**src/rtl/rx_frame_pkg.sv**
```systemverilog
package rx_frame_pkg;

    // Flag field of the status word, most significant first (bits 23..16).
    typedef struct packed {
        logic miss;
        logic bcast;
        logic mcast;
        logic longf;
        logic nonoct;
        logic crc;
        logic ovr;
        logic trunc;
    } rx_flags_t;

    localparam int FLAG_W = $bits(rx_flags_t);

    // Values presented to the buffer descriptor on completion.
    typedef struct packed {
        logic wr;
        logic last;
        logic empty;
    } desc_upd_t;

endpackage

```
**src/rtl/rx_frame_track.sv**
```systemverilog
module rx_frame_track
    import rx_frame_pkg::*;
#(
    parameter int LEN_W      = 16,
    parameter int DATA_W     = 8,
    parameter int ADDR_BYTES = 6,
    parameter int WIN_BYTES  = 64
) (
    input  logic              clk,
    input  logic              rst_n,
    input  logic              in_valid,
    input  logic              in_sof,
    input  logic              in_eof,
    input  logic [DATA_W-1:0] in_data,
    input  logic              in_dribble,
    input  logic              in_crc,
    input  logic              in_ovr,
    input  logic              in_trunc,
    input  logic              addr_done,
    input  logic              addr_hit,
    input  logic              prom_en,
    input  logic [LEN_W-1:0]  max_len,
    output logic [LEN_W-1:0]  byte_cnt,
    output logic              addr_req,
    output logic              acc_p,
    output logic              rej_p,
    output logic              done_p,
    output logic              babble_p,
    output rx_flags_t         fin_flags,
    output logic [LEN_W-1:0]  fin_len
);

    localparam logic [LEN_W-1:0] CNT_MAX = '1;
    localparam logic [LEN_W-1:0] ADR_CNT = LEN_W'(ADDR_BYTES);
    localparam logic [LEN_W-1:0] WIN_CNT = LEN_W'(WIN_BYTES);

    typedef struct packed {
        logic             active;
        logic [LEN_W-1:0] cnt;
        logic             bc;
        logic             mc;
        logic             pend;
        logic             dec;
        logic             miss;
        logic             sent;
        logic             lg;
        logic             areq;
        logic             acc;
        logic             rej;
        logic             done;
        logic             bab;
        rx_flags_t        fin;
        logic [LEN_W-1:0] flen;
    } trk_t;

    trk_t st_d, st_q;
    logic byte_ok, eof_now, dec_e, miss_e;

    always_comb begin
        st_d      = st_q;
        st_d.areq = 1'b0;
        st_d.acc  = 1'b0;
        st_d.rej  = 1'b0;
        st_d.done = 1'b0;
        st_d.bab  = 1'b0;
        eof_now   = 1'b0;
        byte_ok   = in_valid && (in_sof || st_q.active);

        // Address verdict is honoured only while a request is outstanding.
        if (st_q.pend && addr_done) begin
            st_d.pend = 1'b0;
            st_d.dec  = 1'b1;
            st_d.miss = !addr_hit;
        end

        if (byte_ok) begin
            if (in_sof) begin
                st_d.active = 1'b1;
                st_d.cnt    = LEN_W'(1);
                st_d.bc     = (in_data == '1);
                st_d.mc     = in_data[0];
                st_d.pend   = 1'b0;
                st_d.dec    = 1'b0;
                st_d.miss   = 1'b0;
                st_d.sent   = 1'b0;
                st_d.lg     = 1'b0;
            end else begin
                // Saturating byte count.
                st_d.cnt = (st_q.cnt == CNT_MAX) ? CNT_MAX : st_q.cnt + LEN_W'(1);
                if (st_q.cnt < ADR_CNT) begin
                    st_d.bc = st_q.bc && (in_data == '1);
                end
            end
            if (st_d.cnt == ADR_CNT) begin
                st_d.areq = 1'b1;
                st_d.pend = 1'b1;
            end
            if ((st_d.cnt > max_len) && !st_d.lg) begin
                st_d.lg  = 1'b1;
                st_d.bab = 1'b1;
            end
            eof_now = in_eof;
        end

        // A frame that ends without a verdict is treated as an address miss.
        dec_e  = st_d.dec || eof_now;
        miss_e = st_d.miss || (eof_now && !st_d.dec);

        if (st_d.active && !st_d.sent && (st_d.cnt >= WIN_CNT) && dec_e
            && (!miss_e || prom_en)) begin
            st_d.acc  = 1'b1;
            st_d.sent = 1'b1;
        end

        if (eof_now) begin
            st_d.active = 1'b0;
            st_d.pend   = 1'b0;
            if (st_d.sent) begin
                st_d.done       = 1'b1;
                st_d.flen       = st_d.cnt;
                st_d.fin.miss   = miss_e;
                st_d.fin.bcast  = st_d.bc;
                st_d.fin.mcast  = st_d.mc && !st_d.bc;
                st_d.fin.longf  = st_d.lg;
                st_d.fin.nonoct = in_dribble;
                st_d.fin.crc    = in_crc;
                st_d.fin.ovr    = in_ovr;
                st_d.fin.trunc  = in_trunc;
            end else begin
                st_d.rej = 1'b1;
            end
        end
    end

    always_ff @(posedge clk) begin
        if (!rst_n) begin
            st_q <= '0;
        end else begin
            st_q <= st_d;
        end
    end

    assign byte_cnt  = st_q.cnt;
    assign addr_req  = st_q.areq;
    assign acc_p     = st_q.acc;
    assign rej_p     = st_q.rej;
    assign done_p    = st_q.done;
    assign babble_p  = st_q.bab;
    assign fin_flags = st_q.fin;
    assign fin_len   = st_q.flen;

endmodule

```
**src/rtl/rx_status_pack.sv**
```systemverilog
module rx_status_pack
    import rx_frame_pkg::*;
#(
    parameter int LEN_W  = 16,
    parameter int STAT_W = 32
) (
    input  logic              clk,
    input  logic              rst_n,
    input  logic              done_p,
    input  rx_flags_t         fin_flags,
    input  logic [LEN_W-1:0]  fin_len,
    output logic              stat_valid,
    output logic [STAT_W-1:0] stat_word,
    output desc_upd_t         desc
);

    localparam int PAD_W = STAT_W - FLAG_W - LEN_W;

    typedef struct packed {
        logic              vld;
        logic [STAT_W-1:0] word;
        desc_upd_t         desc;
    } sp_t;

    sp_t sp_d, sp_q;

    always_comb begin
        sp_d            = sp_q;
        sp_d.vld        = done_p;
        sp_d.desc.wr    = done_p;
        sp_d.desc.last  = done_p;
        sp_d.desc.empty = 1'b0;
        if (done_p) begin
            sp_d.word = {{PAD_W{1'b0}}, fin_flags, fin_len};
        end
    end

    always_ff @(posedge clk) begin
        if (!rst_n) begin
            sp_q <= '0;
        end else begin
            sp_q <= sp_d;
        end
    end

    assign stat_valid = sp_q.vld;
    assign stat_word  = sp_q.word;
    assign desc       = sp_q.desc;

endmodule

```
**src/rtl/rx_irq_unit.sv**
```systemverilog
module rx_irq_unit #(
    parameter int N_EV = 2
) (
    input  logic            clk,
    input  logic            rst_n,
    input  logic [N_EV-1:0] ev_set,
    input  logic [N_EV-1:0] ev_clr,
    input  logic [N_EV-1:0] mask,
    output logic [N_EV-1:0] ev_bits,
    output logic [N_EV-1:0] irq
);

    typedef struct packed {
        logic [N_EV-1:0] ev;
        logic [N_EV-1:0] irq;
    } iu_t;

    iu_t iu_d, iu_q;

    always_comb begin
        iu_d = iu_q;
        for (int i = 0; i < N_EV; i++) begin
            // A fresh event overrides a clear in the same cycle.
            iu_d.ev[i]  = ev_set[i] || (iu_q.ev[i] && !ev_clr[i]);
            iu_d.irq[i] = ev_set[i] && mask[i];
        end
    end

    always_ff @(posedge clk) begin
        if (!rst_n) begin
            iu_q <= '0;
        end else begin
            iu_q <= iu_d;
        end
    end

    assign ev_bits = iu_q.ev;
    assign irq     = iu_q.irq;

endmodule

```
**src/rtl/rx_frame_ctrl.sv**
```systemverilog
module rx_frame_ctrl
    import rx_frame_pkg::*;
#(
    parameter int LEN_W      = 16,
    parameter int DATA_W     = 8,
    parameter int ADDR_BYTES = 6,
    parameter int WIN_BYTES  = 64,
    parameter int STAT_W     = 32
) (
    input  logic              clk,
    input  logic              rst_n,
    input  logic              rx_valid,
    input  logic              rx_sof,
    input  logic              rx_eof,
    input  logic [DATA_W-1:0] rx_data,
    input  logic              rx_dribble,
    input  logic              rx_crc_err,
    input  logic              rx_overrun,
    input  logic              rx_trunc,
    output logic              addr_req,
    input  logic              addr_done,
    input  logic              addr_hit,
    input  logic              prom_en,
    input  logic [LEN_W-1:0]  max_len,
    input  logic [1:0]        irq_mask,
    input  logic [1:0]        ev_clr,
    output logic              fifo_accept,
    output logic              fifo_reject,
    output logic              stat_valid,
    output logic [STAT_W-1:0] stat_word,
    output logic              desc_wr,
    output logic              desc_last,
    output logic              desc_empty,
    output logic              irq_frame,
    output logic              irq_babble,
    output logic              ev_frame,
    output logic              ev_babble
);

    localparam int N_EV = 2;

    logic [LEN_W-1:0] byte_cnt;
    logic             done_p;
    logic             babble_p;
    rx_flags_t        fin_flags;
    logic [LEN_W-1:0] fin_len;
    desc_upd_t        desc;
    logic [N_EV-1:0]  ev_bits;
    logic [N_EV-1:0]  irq_v;

    rx_frame_track #(
        .LEN_W      (LEN_W),
        .DATA_W     (DATA_W),
        .ADDR_BYTES (ADDR_BYTES),
        .WIN_BYTES  (WIN_BYTES)
    ) u_track (
        .clk        (clk),
        .rst_n      (rst_n),
        .in_valid   (rx_valid),
        .in_sof     (rx_sof),
        .in_eof     (rx_eof),
        .in_data    (rx_data),
        .in_dribble (rx_dribble),
        .in_crc     (rx_crc_err),
        .in_ovr     (rx_overrun),
        .in_trunc   (rx_trunc),
        .addr_done  (addr_done),
        .addr_hit   (addr_hit),
        .prom_en    (prom_en),
        .max_len    (max_len),
        .byte_cnt   (byte_cnt),
        .addr_req   (addr_req),
        .acc_p      (fifo_accept),
        .rej_p      (fifo_reject),
        .done_p     (done_p),
        .babble_p   (babble_p),
        .fin_flags  (fin_flags),
        .fin_len    (fin_len)
    );

    rx_status_pack #(
        .LEN_W  (LEN_W),
        .STAT_W (STAT_W)
    ) u_stat (
        .clk        (clk),
        .rst_n      (rst_n),
        .done_p     (done_p),
        .fin_flags  (fin_flags),
        .fin_len    (fin_len),
        .stat_valid (stat_valid),
        .stat_word  (stat_word),
        .desc       (desc)
    );

    rx_irq_unit #(
        .N_EV (N_EV)
    ) u_irq (
        .clk     (clk),
        .rst_n   (rst_n),
        .ev_set  ({babble_p, done_p}),
        .ev_clr  (ev_clr),
        .mask    (irq_mask),
        .ev_bits (ev_bits),
        .irq     (irq_v)
    );

    assign desc_wr    = desc.wr;
    assign desc_last  = desc.last;
    assign desc_empty = desc.empty;
    assign ev_frame   = ev_bits[0];
    assign ev_babble  = ev_bits[1];
    assign irq_frame  = irq_v[0];
    assign irq_babble = irq_v[1];

endmodule

```
**config.mk**
```make
export PLATFORM = sky130hd
export DESIGN_NAME = rx_frame_ctrl
export DESIGN_NICKNAME = d
export VERILOG_FILES = /design/src/rtl/rx_frame_pkg.sv /design/src/rtl/rx_frame_track.sv /design/src/rtl/rx_status_pack.sv /design/src/rtl/rx_irq_unit.sv /design/src/rtl/rx_frame_ctrl.sv
export SDC_FILE = /design/constraint.sdc
export NUM_CORES = 1
export LEC_CHECK = 0
export BUFFER_PORTS_ARGS = -buffer_cell sky130_fd_sc_hd__buf_2
export CELL_PAD_IN_SITES_DETAIL_PLACEMENT = 1
export CELL_PAD_IN_SITES_GLOBAL_PLACEMENT = 1
export CORE_MARGIN = 2
export CORE_UTILIZATION = 45
export CTS_CLUSTER_SIZE = 14
export DETAILED_ROUTE_END_ITERATION = 10
export PLACE_DENSITY_LB_ADDON = 0.1
export SLEW_MARGIN = 20
export SYNTH_ARGS = -nofsm -noshare
export SYNTH_HDL_FRONTEND = slang
export SYNTH_HIERARCHICAL = 1
export SYNTH_SLANG_ARGS = --single-unit
```
**constraint.sdc**
```tcl
create_clock -name clk -period 10.1 [get_ports clk]
set_clock_uncertainty 0.15 [all_clocks]
set_input_delay 3.03 -clock clk [delete_from_list [all_inputs] [get_ports clk]]
set_output_delay 3.03 -clock clk [all_outputs]
set_load 0.1 [all_outputs]
```
# Word-level counts from Yosys, hierarchy flattened
# Index checks and enable logic that the tools add are counted.
dict set report totals {
  input_bits 40
  output_inout_bits 43
  ff_bits 82
}
dict set report classes {
  n_reduce_logical 32
  n_mux 18
  n_addsub 1
  n_eq_ne 3
  order_cmp 3
  bitwise_logic 1
}
# cell n
set op_table {}
lappend op_table {{two-way mux 17 bit} 2}
lappend op_table {{two-way mux 25 bit} 1}
lappend op_table {{adder 16 x 1 -> 16 bit (second input constant)} 1}
lappend op_table {{== test 16 bit (second input constant)} 1}
lappend op_table {{== test 16 x 3 -> 1 bit (second input constant)} 1}
lappend op_table {{greater-or-equal comparator 16 x 7 -> 1 bit (second input constant)} 1}
lappend op_table {{greater-than comparator 16 bit} 1}
lappend op_table {{less-than comparator 16 x 3 -> 1 bit (second input constant)} 1}
lappend op_table {{two-way mux 16 bit} 1}
lappend op_table {{logical AND 1 bit} 14}
lappend op_table {{two-way mux 6 bit} 2}
lappend op_table {{two-way mux 1 bit} 11}
lappend op_table {{== test 8 bit (second input constant)} 1}
lappend op_table {{logical NOT 1 bit} 8}
lappend op_table {{logical OR 1 bit} 6}
lappend op_table {{AND reduction 2 bit} 3}
lappend op_table {{two-way mux 3 bit} 1}
lappend op_table {{OR reduction 2 bit} 1}
lappend op_table {{inverter 1 bit} 1}

# Depth between registers and ports, before layout
# Gate-level depths: netlist of the first run.
dict set report depth {
  word_depth 17
  ltp_mapped 15
  depth_no_buf 14
}

# Cells and area by module
# The synthesis of the first run kept the hierarchy.
# module n_inst seq_area_each_um2 cells_per_inst area_each_um2
set by_module_without_submodules {}
lappend by_module_without_submodules {rx_frame_track 1 1061.0 454 3412.0}
lappend by_module_without_submodules {rx_status_pack 1 500.5 91 1042.2}
lappend by_module_without_submodules {rx_irq_unit 1 80.1 10 135.1}

# Worst setup path after synthesis of the first run
# No wires, ideal clock.
dict set report synth_path {
  kind {input to register}
  start {input port rx_valid}
  end {register u_track.st_q, in the netlist u_track/fin_len[15]}
  arrival_time_ps 5131
  slack_ps 4691
  stages 11
  n_path_buf 4
  required_time_ps 9822
  cell_sequence {clkbuf_1 -> and3b_1 -> clkbuf_1 -> a21oi_1 -> o22ai_1 -> or4_1 -> o41a_1 -> buf_6 -> buf_2 -> nand2_1 -> o21ai_1}
}
dict set report synth_between {
  elab_chain_cells 10
}
# item line
set synth_lines {}
lappend synth_lines {{from (decl)} rx_frame_ctrl.sv:12} ;# input logic rx_valid,
lappend synth_lines {{logical AND 1 bit *} rx_frame_track.sv:67} ;# byte_ok = in_valid && (in_sof || st_q.active);
lappend synth_lines {{branches (longest 9 deep; another with greater-or-equal comparator 16 x 7 -> 1 bit)} n/a}
lappend synth_lines {{to (signal assigned)} rx_frame_track.sv:139} ;# st_q <= st_d;
lappend synth_lines {{to (decl)} rx_frame_track.sv:56} ;# trk_t st_d, st_q;
# Every way passes the cells marked *.
# A chain may end at the register's enable or synchronous reset.

# Worst setup path in the final report of the first run
dict set report layout_path {
  start {input port rx_sof}
  end {register u_track.st_q, in the netlist u_track/fin_len[13]}
}
dict set report layout_between {
  elab_chain_cells 11
}
# item line
set layout_lines {}
lappend layout_lines {{from (decl)} rx_frame_ctrl.sv:13} ;# input logic rx_sof,
lappend layout_lines {{branches (longest 11 deep; another with greater-or-equal comparator 16 x 7 -> 1 bit)} n/a}
# Parallel ways; which one is timed is not known. The select of a mux whose other input is x is not followed.

==> results of run 1 <==
-- state kept, by name, indices dropped and copies added (netlist names), 2 cells and up --
signal,count
u_track/byte_cnt,16
u_track/fin_flags,8
u_irq/ev_bits,2
u_track/fin_len,16
u_irq/irq,2
u_track/st_q,8
u_stat/stat_word,24
-- how the worst max path moves through the flow --
stage,endpoint,slack (ps),depth (start not counted)
floorplan,u_track/fin_len[15]$_SDFFE_PN0P_,4690,11
global placement,u_track/fin_len[13]$_SDFFE_PN0P_,4110,7
detailed placement,u_track/fin_len[13]$_SDFFE_PN0P_,4020,7
CTS,u_track/fin_len[13]$_SDFFE_PN0P_,4380,7
global route,u_track/fin_len[13]$_SDFFE_PN0P_,4160,7
finish,u_track/fin_len[13]$_SDFFE_PN0P_,4340,7
-- worst min-delay path: cells and delay by family (launching register included) --
| family | cells | cell delay, ps |
|---|---|---|
| flip-flops | 1 | 320 |
| AND/OR/NAND/NOR | 1 | 50 |
| AO/OA/AOI/OAI | 1 | 50 |
-- per-stage QoR --
stage / util [%] / hold slack [ps] / instances
after floorplan: - / 261.7 / 547
after global placement: 47.35 / 285.9 / 690
after detailed placement: 47.35 / 299.2 / 690
after CTS: 49.16 / 309.9 / 706
after global routing: 49.16 / 327.6 / 706
final: 49.16 / 303.5 / 706
-- layout by cell type (no fill, tap or decap), types with 5 or more instances in the layout --
| master | count |
|---|---|
| a21o_1 | 7 |
| a21oi_1 | 32 |
| a31oi_1 | 5 |
| and2_1 | 7 |
| and3_1 | 6 |
| buf_2 | 73 |
| clkbuf_8 | 9 |
| conb_1 | 9 |
| dfxtp_1 | 82 |
| ha_1 | 17 |
| inv_1 | 21 |
| mux2i_1 | 27 |
| nand2_1 | 67 |
| nand3_1 | 14 |
| nand4_1 | 9 |
| nor2_1 | 39 |
| nor2b_1 | 27 |
| nor3_1 | 8 |
| nor4_1 | 9 |
| o21ai_0 | 12 |
| o21ai_1 | 21 |
-- power groups by stage --
stage	combinational, W	clock (W)	sequential, W
after floorplan	0.0000367	0	0.000333
after global placement	0.0000483	0	0.000333
after detailed placement	0.0000495	0	0.000333
after CTS	0.0000497	0.000227	0.000326
after global routing	0.0000539	0.000243	0.000326
final	0.0000496	0.000221	0.000326
-- routing by layer --
metal	GRT usage, %	vias up	part of all wire, %
met5	0	-	0
met4	7.529	0	1.3
met3	3.147	13	3.7
met2	40.49	77	50
met1	28.02	1839	45
li1	-	1880	-
-- final cells by class --
cell class / instances / area, sq um
Clock inverter: 6 / 48.80
Timing Repair Buffer: 76 / 387.9
Fill cell: 1228 / 4946
Inverter: 22 / 82.58
Clock buffer: 10 / 127.6
Sequential cell: 82 / 1642
Multi-Input combinational cell: 377 / 2328
Tap cell: 133 / 166.4
==> flow_summary.toml, run 1 <==
[grt]
grt_max_degree = 66
gr-total-overflow = 0
grt_pass1_vias = 3874
grt_pass1_wl_microns = 19780
grt.total_usage_pct = 22.65
antenna_found_initial = 0

[worst_setup_path]
critPathMostFrequentCell = "a311oi_1"
cp_slowest_stage_delay_ps = 620
ff2ff_path_depth = 14
path_cells = "buf_2, o21a_1, a311oi_1, or4_1, o41a_1, buf_4, a311oi_1"
r2r-start = "u_track/byte_cnt[11]$_SDFF_PN0_"
crit_slowest_cell = "o21a_1"
required_ps = 10190
critPathLaunchType = "input pin"
crit_start = "rx_sof"
critPathTopFamily = "compound AO/OA/AOI/OAI gates"
critPathKind = "input pin to flip-flop"
crit_path_end_kind = "flip-flop"
crit_fanout = 48
path_buf_inv = 2
ff2ff_setup_slack_ps = 5920
rr_endpoint = "u_track/fin_flags[4]$_SDFFE_PN0P_"
worstPathArrival_ps = 5840

[layout]
nets = 625
syn_to_final_growth_pct = 7.027
drive_above_1_share_pct = 17.98
n_antenna_cell = 0
finish.instance_area_sq_mm = 0.004783

[power]
internal_power_w = 0.0004288
power_density_mw_per_mm2 = 124.8
p_sw_w = 0.0001680
p_total_w = 0.0005968
p_leak_nw = 2.008
p_sw_share_pct = 28.14
power_frac_clock_pct = 37.1
seqPwrFrac_pct = 54.6
power_frac_comb_pct = 8.3
ir_worst_vdd_mv = 0.07811

[cts]
cts.path.max_buffers = 2
h-tree-depth = 3
cts.sinks = 82
cts-resized-gates = 0
cts_tree = "built"
cts.clk_slew.worst_paths_ps = 70
clk_latency_ps = 360
cts_root_buffer = "clkbuf_8"
post-cts-setup-buffers = 0
cts_made_buffers = 9
holdBufCountCts = 0

[place]
dpl-instance-area_sq_mm = 0.004607
routabilityCongestion = 0.8991
port_buffers = 73
dp_hpwl_microns = 8854
dp_slack_ps = 4018

[drt]
dr.pass1.iters = 4
wl_microns = 12030
ant_nets = 0
route.detailed.drc = 0
vias = 3809
via_per_inst = 5.395
wl_per_cell_microns = 17.04
dr.first_iter.drc_count = 185

[synth]
synth_area_sq_mm = 0.004469
syn_inst = 539
ys_warn_count = 6
avgSynthCellArea_sq_um = 8.292

[floorplan]
die_h_microns = 103.7
core_sq_mm = 0.009729
dieArea_sq_mm = 0.01075
die_w_microns = 103.7
initial_core_util_pct = 45.94
std_cell_rows = 36
ios = 83

[timing]
worst_slew_pin_slew_ps = 765.2
drv_slew = 0
finalSetupViolCount = 0
finalCriticalPeriod_ps = 5755
slew_headroom_pct = 48.64
period_share_pct = 56.98
setup_tns_ps = 0
rsz0062_at_grt = "no"
fin_ws_ps = 4345
fmax_ghz = 0.1738
final_hold_viol_count = 0

[min_path]
hold_path.startpoint = "u_track/fin_len[6]$_SDFFE_PN0P_"
hold_class = "flip-flop to flip-flop"
whs_path_depth = 2
min_to = "u_track/fin_len[6]$_SDFFE_PN0P_"

[run_status]
status = "completed"

[flow_run]
cap_violations = 0
Note: power is estimated with default switching activity, not from simulation.
==> run 2, diff against run 1 <==
Settings changed: CORE_UTILIZATION 45 to 38.
Clock period 10.1 ns to 4.8 ns, I/O delays scaled along.
==> run 2 against run 1 <==
  * Register-to-register slack got worse by 5100 ps
  * Via count grew 0.89%
  * Highest routed layer unchanged
  * Largest cell class unchanged
  * Cell count up 2.4%
  * Global-route usage is 3.1 points lower
  * Count of clock-buffer cells in the layout up 1
  * Non-clock buffer count rose by 7
  * Combinational power up 120%
  * Total power grew 140%
  * Cell area increased by 3.5%
==> flow_summary.toml, run 2 (same netlist as run 1, synthesis figures left out) <==
[run_status]
status = "completed"

[grt]
grt_use_met1_pct = 26.31
grt_pass1_wl_microns = 19820
gr-usage-met2_pct = 32.37
grt.total_usage_pct = 19.52
grt_use_met3_pct = 4.050
antenna_found_initial = 0
grt_pass1_vias = 3847
grt_max_degree = 65
busiest_layer = "met2"
gr-total-overflow = 0

[layout]
layout_commonest_cell = "dfxtp_1"
layout_common_cells = "82 x dfxtp_1, 73 x buf_2, 67 x nand2_1"
finish.instance_area_sq_mm = 0.004952
n_antenna_cell = 0
drive_above_1_share_pct = 18.97
largest_reg_flops = 24
syn_to_final_growth_pct = 10.81
nets = 632
utilization_pct = 43.19

[timing]
setup_tns_ps = 0
worst_slew_pin_slew_ps = 700.7
fmax_ghz = 0.2491
fin_hold_ws_ps = 297.9
finalSetupViolCount = 0
final_hold_viol_count = 0
period_share_pct = 83.62
slew_headroom_pct = 52.85
rsz0062_at_grt = "no"
drv_slew = 0
finalCriticalPeriod_ps = 4014

[worst_setup_path]
crit_slowest_cell = "or3_1"
critPathLaunchType = "flip-flop"
cp_slowest_stage_delay_ps = 590
critPathKind = "flip-flop to flip-flop"
crit_fanout = 13
worstPathArrival_ps = 4100
path_cells = "nand3_2, or3_1, or3_1, a31oi_1, ha_1, o21a_1, o21ai_0, a21oi_1, o31a_1, o21ai_0, nand2_1, a21o_1"
required_ps = 4880
critPathTopFamily = "compound AO/OA/AOI/OAI gates"
crit_path_end_kind = "flip-flop"
path_buf_inv = 0

[cts]
cts_tree = "built"
cts_made_buffers = 9
h-tree-depth = 3
cts.clk_slew.worst_paths_ps = 60
cts_root_buffer = "clkbuf_16"
cts-resized-gates = 0
post-cts-setup-buffers = 0
cts.sinks = 82
clk_latency_ps = 330
cts.path.max_buffers = 2
holdBufCountCts = 0

[power]
ir_worst_vdd_mv = 0.1787
power_density_mw_per_mm2 = 289.9
p_leak_nw = 2.096

[drt]
wl_per_cell_microns = 16.74
dr.pass1.iters = 4
ant_nets = 0
via_per_inst = 5.315
route.detailed.drc = 0
dr.first_iter.drc_count = 139
wl_microns = 12100
vias = 3843

[place]
routabilityCongestion = 0.8447
dp_hpwl_microns = 9204
port_buffers = 73
dpl-instance-area_sq_mm = 0.004672

[floorplan]
std_cell_rows = 39
initial_core_util_pct = 38.97
dieArea_sq_mm = 0.01265
die_w_microns = 112.5
die_h_microns = 112.5
core_sq_mm = 0.01147
ios = 83

[flow_run]
cap_violations = 0

[min_path]
hold_class = "flip-flop to flip-flop"
==> run 2: final cells by class <==
class / count / area [sq um]
Fill cell: 1428 / 6515
Sequential cell: 82 / 1642
Clock inverter: 5 / 37.54
Timing Repair Buffer: 83 / 440.4
Clock buffer: 11 / 242.7
Multi-Input combinational cell: 377 / 2328
Tap cell: 143 / 178.9
Inverter: 22 / 82.58
==> run 2: final timing paths <==
check / from / end / slack, ps / cells after the start
min: u_track/fin_len[2]$_SDFFE_PN0P_ / u_track/fin_len[2]$_SDFFE_PN0P_ / 300 / 2
max reg2reg: u_track/byte_cnt[9]$_SDFF_PN0_ / u_track/fin_flags[4]$_SDFFE_PN0P_ / 790 / 12
max: u_track/byte_cnt[9]$_SDFF_PN0_ / u_track/fin_flags[4]$_SDFFE_PN0P_ / 790 / 12
min reg2reg: u_track/fin_len[2]$_SDFFE_PN0P_ / u_track/fin_len[2]$_SDFFE_PN0P_ / 300 / 2
==> run 2: report_power, final <==
| part | switching [W] | internal [W] | leakage, nW |
|---|---|---|---|
| sequential | 0.00000350 | 0.000683 | 0.661 |
| combinational | 0.0000781 | 0.0000292 | 1.30 |
| clock | 0.000276 | 0.000366 | 0.132 |
==> run 2: metrics by stage <==
stage          total power, W  std cells  setup slack [ps]
6_report             0.001436        723             786.0
5_1_grt              0.001492        723             522.3
4_1_cts              0.001455        723             770.3
3_5_place_dp        0.0008094        707             514.6
3_3_place_gp        0.0008074        707             576.6
2_1_floorplan       0.0007788        547             981.4
==> run 2: worst min-delay path, delay by kind of cell, from the launching register on <==
family | cells | cell delay [ps]
compound gates | 1 | 50
flops | 1 | 310
simple gates | 1 | 50
==> run 2: metal layers <==
layer | up-vias | share of wire [%]
met5 | - | 0
met4 | 0 | 1.0
met3 | 12 | 4.5
met2 | 79 | 48
met1 | 1859 | 47
li1 | 1893 | -
